===== src/rtl/sif_pkg.sv =====
package sif_pkg;
  typedef enum logic {
    MODE_LEVEL = 1'b0,
    MODE_PULSE = 1'b1
  } irq_mode_e;
endpackage


===== src/rtl/sif_flag_reg.sv =====
module sif_flag_reg #(
  parameter bit SET_WINS = 1'b1
) (
  input  logic clk_i,
  input  logic rst_ni,
  input  logic set_i,
  input  logic clr_i,
  output logic flag_o
);
  logic flag_q, flag_d;

  generate
    if (SET_WINS) begin : g_set_wins
      always_comb begin
        flag_d = flag_q;
        if (clr_i) flag_d = 1'b0;
        if (set_i) flag_d = 1'b1;
      end
    end else begin : g_clr_wins
      always_comb begin
        flag_d = flag_q;
        if (set_i) flag_d = 1'b1;
        if (clr_i) flag_d = 1'b0;
      end
    end
  endgenerate

  always_ff @(posedge clk_i or negedge rst_ni) begin
    if (!rst_ni) flag_q <= 1'b0;
    else         flag_q <= flag_d;
  end

  assign flag_o = flag_q;
endmodule


===== src/rtl/sif_pulse_gen.sv =====
module sif_pulse_gen (
  input  logic clk_i,
  input  logic rst_ni,
  input  logic enable_i,
  input  logic tick_i,
  input  logic trig_i,
  output logic pulse_o
);
  logic pend_q, pulse_q;
  logic start;

  // A pulse begins on a tick once triggered (now or earlier)
  assign start = enable_i & tick_i & (trig_i | pend_q);

  always_ff @(posedge clk_i or negedge rst_ni) begin
    if (!rst_ni) begin
      pend_q  <= 1'b0;
      pulse_q <= 1'b0;
    end else if (!enable_i) begin
      pend_q  <= 1'b0;
      pulse_q <= 1'b0;
    end else begin
      if (start)       pend_q <= 1'b0;
      else if (trig_i) pend_q <= 1'b1;

      if (start)       pulse_q <= 1'b1;
      else if (tick_i) pulse_q <= 1'b0;
    end
  end

  assign pulse_o = pulse_q;
endmodule


===== src/rtl/sif_irq_sel.sv =====
module sif_irq_sel
  import sif_pkg::*;
(
  input  logic      enable_i,
  input  irq_mode_e mode_i,
  input  logic      flag_i,
  input  logic      pulse_i,
  output logic      irq_o
);
  always_comb begin
    unique case (mode_i)
      MODE_PULSE: irq_o = enable_i & pulse_i;
      default:    irq_o = enable_i & flag_i;
    endcase
  end
endmodule


===== src/rtl/sif_sec_irq.sv =====
module sif_sec_irq
  import sif_pkg::*;
#(
  parameter bit SET_WINS = 1'b1
) (
  input  logic clk_i,
  input  logic rst_ni,
  input  logic tick64_i,
  input  logic sec_inc_i,
  input  logic enable_i,
  input  logic pulse_mode_i,
  input  logic flag_clr_i,
  output logic sec_flag_o,
  output logic irq_o
);
  logic      sec_evt;
  logic      pulse;
  irq_mode_e mode;

  assign sec_evt = enable_i & sec_inc_i;
  assign mode    = irq_mode_e'(pulse_mode_i);

  sif_flag_reg #(.SET_WINS(SET_WINS)) u_flag (
    .clk_i  (clk_i),
    .rst_ni (rst_ni),
    .set_i  (sec_evt),
    .clr_i  (flag_clr_i),
    .flag_o (sec_flag_o)
  );

  sif_pulse_gen u_pulse (
    .clk_i    (clk_i),
    .rst_ni   (rst_ni),
    .enable_i (enable_i),
    .tick_i   (tick64_i),
    .trig_i   (sec_evt),
    .pulse_o  (pulse)
  );

  sif_irq_sel u_sel (
    .enable_i (enable_i),
    .mode_i   (mode),
    .flag_i   (sec_flag_o),
    .pulse_i  (pulse),
    .irq_o    (irq_o)
  );
endmodule


===== config.mk =====
export PLATFORM = sky130hd
export DESIGN_NAME = sif_sec_irq
export DESIGN_NICKNAME = d
export VERILOG_FILES = /design/src/rtl/sif_pkg.sv /design/src/rtl/sif_flag_reg.sv /design/src/rtl/sif_pulse_gen.sv /design/src/rtl/sif_irq_sel.sv /design/src/rtl/sif_sec_irq.sv
export SDC_FILE = /design/constraint.sdc
export NUM_CORES = 1
export LEC_CHECK = 0
export BUFFER_PORTS_ARGS = -buffer_cell sky130_fd_sc_hd__buf_4
export CORE_AREA = 2 2 39 41
export CTS_CLUSTER_DIAMETER = 50
export DETAILED_ROUTE_END_ITERATION = 8
export DIE_AREA = 0 0 41 43
export PLACE_DENSITY = 0.34
export SKIP_CTS_REPAIR_TIMING = 1
export SLEW_MARGIN = 20
export SYNTH_ARGS = -nofsm -noshare
export SYNTH_HDL_FRONTEND = slang
export SYNTH_SLANG_ARGS = --single-unit

===== constraint.sdc =====
create_clock -name clk_i -period 1.27 [get_ports clk_i]
set_clock_uncertainty 0.15 [all_clocks]
set_input_delay 0.254 -clock clk_i [delete_from_list [all_inputs] [get_ports clk_i]]
set_output_delay 0.254 -clock clk_i [all_outputs]
set_load 0.01 [all_outputs]

## After elaboration in Yosys (flattened, before gate mapping)

Cells that the tools add are included.

- $mul: 0
- Div/mod/pow operators: 0
- Equality and inequality tests: 2
- Reduce and logical (&&, ||, !) cells: 1
- Muxes and demuxes: 9
- Bitwise operators: 6
- Order comparisons: 0
- Shift-type cells: 0
- Add/sub/neg operators: 0

Operators by type and width:

| operator | number |
|---|---|
| two-way mux 1 bit | 9 |
| AND 1 bit | 5 |
| inequality test 3 x 1 -> 1 bit, second input constant | 1 |
| inequality test 3 x 2 -> 1 bit, second input constant | 1 |
| nonzero test 2 bit | 1 |
| OR 1 bit | 1 |

- Memories kept: 0
- Memory bits (writable): 0
- Output and inout bits: 2
- Bits in registers: 3
- Latch bits: 0
- Logic and storage cells: 21
- Input bits: 7
- ROM bits: 0

## Longest topological paths before layout

- Depth after elaboration: 5
- Gate-level depth with buffers: 2
- Mapped depth without buffers: 2

## By module

A second synthesis with hierarchy kept.

- Cells, all modules: 12
- Area total of the unflattened synthesis: 130.1 um2

Modules (own cells, without submodules):

| module | instances | seq. area each (um2) | area each (um2) | cells an instance |
|---|---|---|---|---|
| sif_pulse_gen | 1 | 50.0 | 71.3 | 6 |
| sif_flag_reg | 1 | 25.0 | 36.3 | 3 |
| sif_irq_sel | 1 | 0.0 | 16.3 | 2 |
| sif_sec_irq | 1 | 0.0 | 6.3 | 1 |

## Worst setup path after synthesis

No wires, ideal clock.

- Path kind: register to output
- Start point: register u_flag.flag_q (netlist: u_flag.flag_o)
- End point: output irq_o
- Required time: 0.866 ns
- Arrival time: 0.658 ns
- Setup slack: 0.208 ns
- Cell stages (with the launch flop): 3
- Path buffers: 0
- Cells stage by stage: dfrtp_1 -> mux2i_1 -> nor2b_1

- Word-level cells in the longest chain between the ends: 2

RTL lines:

| element | line | RTL |
|---|---|---|
| start: declaration | sif_flag_reg.sv:10 | `logic flag_q, flag_d;` |
| start signal: assignment | sif_flag_reg.sv:30 | `else flag_q <= flag_d;` |
| AND 1 bit | sif_irq_sel.sv:13 | `default: irq_o = enable_i & flag_i;` |
| two-way mux 1 bit | sif_irq_sel.sv:11 | `unique case (mode_i)` |
| end: declaration | sif_sec_irq.sv:14 | `output logic irq_o` |

No other way between the ends.

## Worst setup path after layout

Ends and elaborated chain as after synthesis.

==> impl_metrics.py <==
metrics = {
    "status": {
        "run_status": "finished with violations",
        "violations": "negative setup slack",
    },
    "critical_path": {
        "crit_arrival_ns": 0.94,
        "r2r_setup_slack_ns": 0.33,
        "ff2ff_path_depth": 3,
        "crit_required_ns": 0.87,
        "start_kind": "register",
        "crit_path_end_kind": "output pin",
        "crit_chain": "mux2i_1 > nor2b_1 > buf_4",
        "worst-path-max-fanout": 3,
        "critical-path-max-stage-delay_ns": 0.38,
        "crit_slowest_cell": "dfrtp_1",
        "critical_path_class": "register to output pin",
    },
    "yosys": {
        "yosysUniqueCellTypes": 10,
        "ys_top_cells_by_area": "dfrtp_1 (58%), nor3b_2 (9.6%), mux2i_1 (7.7%)",
        "yosysTopAreaCell": "dfrtp_1",
        "yosys_register_bits": 3,
        "synth.avg_cell_area_sq_um": 10.8,
        "yosys.area.top_type_share_pct": 57.7,
        "yosysWarnings": 0,
        "syn_inst": 12,
        "ys_seq_area_share_pct": 57.7,
        "syn-num-nets": 19,
        "synth_area_sq_um": 130,
    },
    "hold_path": {
        "holdPathStages": 2,
        "hold_path_class": "input port to register",
    },
    "detailed_routing": {
        "drt_iter0_drc": 2,
        "totalWireLength_um": 338,
        "ant_nets": 0,
        "drc": 0,
        "first_pass_iters": 4,
        "vias": 138,
        "vias_per_cell": 3.29,
        "wl_per_cell_um": 8.05,
    },
    "timing": {
        "fin_crit_sh_pct": 106,
        "final-setup-viol-count": 1,
        "slew_headroom_pct": 88.9,
        "hold_ws_ns": 0.0399,
        "fmax_mhz": 741,
        "slew_violations": 0,
        "tightestPinTransition_ns": 0.166,
        "period_minus_slack_ns": 1.35,
        "rsz0062_at_grt": "true",
        "hold_violations": 0,
        "finalWorstSetupSlack_ns": -0.0787,
        "totalNegativeSetupSlack_ns": -0.0787,
    },
    "cells_and_area": {
        "stdcell_area_sq_um": 254,
        "final_common_cell": "buf_4",
        "nets": 34,
        "insertedDiodeCount": 0,
        "multiInputGateArea_sq_um": 51.3,
        "regArea_sq_um": 75.1,
        "area_growth_pct": 95.2,
        "final_cell_mix": "buf_4 (9), clkbuf_4 (3), dfrtp_1 (3)",
        "layout.cells.non_filler": 42,
        "fillCellCount": 154,
        "drive_above_1_share_pct": 50.0,
    },
    "global_routing": {
        "antenna_found_initial": 0,
        "grt_pass1_vias": 117,
        "grt_first_pass_wirelength_um": 489,
        "grt_max_degree": 5,
        "grt_use_total_pct": 4.93,
        "gr-total-overflow": 0,
    },
    "power_and_ir_drop": {
        "vdd_drop_max_mv": 0.438,
        "leakagePower_nw": 0.125,
        "internal_power_w": 0.000250,
        "switching_power_w": 0.0000734,
        "pwr-share-seq_pct": 32.9,
        "p_clk_share_pct": 52.4,
        "switching_share_pct": 22.7,
        "p_per_area_nw_per_um2": 1270,
        "p_comb_share_pct": 14.7,
    },
    "die": {
        "dieArea_sq_um": 1760,
        "die_w_um": 41,
        "die_h_um": 43,
        "initial_utilization_pct": 9.40,
        "num_rows": 14,
        "io_pins": 9,
        "core_sq_um": 1380,
    },
    "clock_network": {
        "clk_latency_ns": 0.23,
        "cts_sinks": 3,
        "cts_buffers": 3,
        "htree_num_levels": 1,
        "cts_tree": "yes",
        "clk_pin_slew_ns": 0.04,
        "clockBufferDepth": 2,
        "cts-root-buf": "clkbuf_4",
    },
    "place": {
        "io_buffers": 8,
        "gp_congestion": 0.536,
        "placedCellCount": 36,
        "place_ws_ns": 0.157,
        "place_area_sq_um": 210,
    },
    "job": {
        "maxCapViolCount": 0,
    },
}
power groups by stage:
stage | Sequential [W] | Combinational [W] | Clock [W]
6_report | 0.000106 | 0.0000475 | 0.000170
5_1_grt | 0.000107 | 0.0000528 | 0.000187
4_1_cts | 0.000107 | 0.0000425 | 0.000178
3_5_place_dp | 0.000108 | 0.0000423 | 0
3_3_place_gp | 0.000107 | 0.0000414 | 0
2_1_floorplan | 0.000108 | 0.0000130 | 0
cells in the mapped netlist:
cell	n
dfrtp_1	3
a21oi_1	1
inv_1	1
mux2i_1	1
nand2_1	1
nor2_1	1
nor2b_1	1
nor3b_2	1
o21ai_0	1
o21ai_1	1
metrics by stage:
| stage | power, W | utilization (%) |
|---|---|---|
| after floorplan | 0.000121 | - |
| after global routing | 0.000347 | 18.4 |
| after detailed placement | 0.000150 | 15.2 |
| after CTS | 0.000327 | 17.1 |
| final | 0.000324 | 18.4 |
| after global placement | 0.000149 | 15.2 |
cell type report:
cell class | instances | share of cell area, %
sequential | 3 | 29.6
clock buffer | 4 | 10.3
timing repair buffer | 10 | 30.5
inverter | 1 | 1.48
multi-input combinational | 8 | 20.2
tap | 16 | 7.88
layer usage:
metal	vias up	share of wire, %	GRT usage [%]
li1	68	-	-
met5	-	0	0
met2	14	26	3.13
met1	53	50	6.80
met4	0	3.6	6.00
met3	3	20	4.71
worst max-delay path: cells and delay by family, from the launching register on:
kind	cells	cell delay (ns)
flip-flops	1	0.38
buffers and inverters	1	0.14
multiplexers	1	0.13
AND/OR/NAND/NOR	1	0.06
registers in the layout (all words and copies together), names as in the netlist:
name,flops
u_pulse.pend_q,1
u_flag.flag_o,1
u_pulse.pulse_o,1
worst paths after layout:
| check | from | end |
|---|---|---|
| worst max register to register | u_pulse.pulse_o$_DFFE_PN0P_ | u_pulse.pulse_o$_DFFE_PN0P_ |
| worst min-delay path | tick64_i | u_pulse.pend_q$_DFFE_PN0P_ |
| worst min register to register | u_pulse.pend_q$_DFFE_PN0P_ | u_pulse.pulse_o$_DFFE_PN0P_ |
| min in group asynchronous | rst_ni | u_pulse.pend_q$_DFFE_PN0P_ |
| max in group asynchronous | rst_ni | u_flag.flag_o$_DFFE_PN0P_ |
| worst max-delay path | u_flag.flag_o$_DFFE_PN0P_ | irq_o |
kinds of logic (layout without fill, tap and decap cells):
kind of cell	Yosys count	in the layout	share of synthesized area, %
simple gates	4	4	20.2
compound gates	3	3	11.5
buf+inv	1	15	2.88
flops	3	3	57.7
mux	1	1	7.69
(Power assumes the default switching activity.)
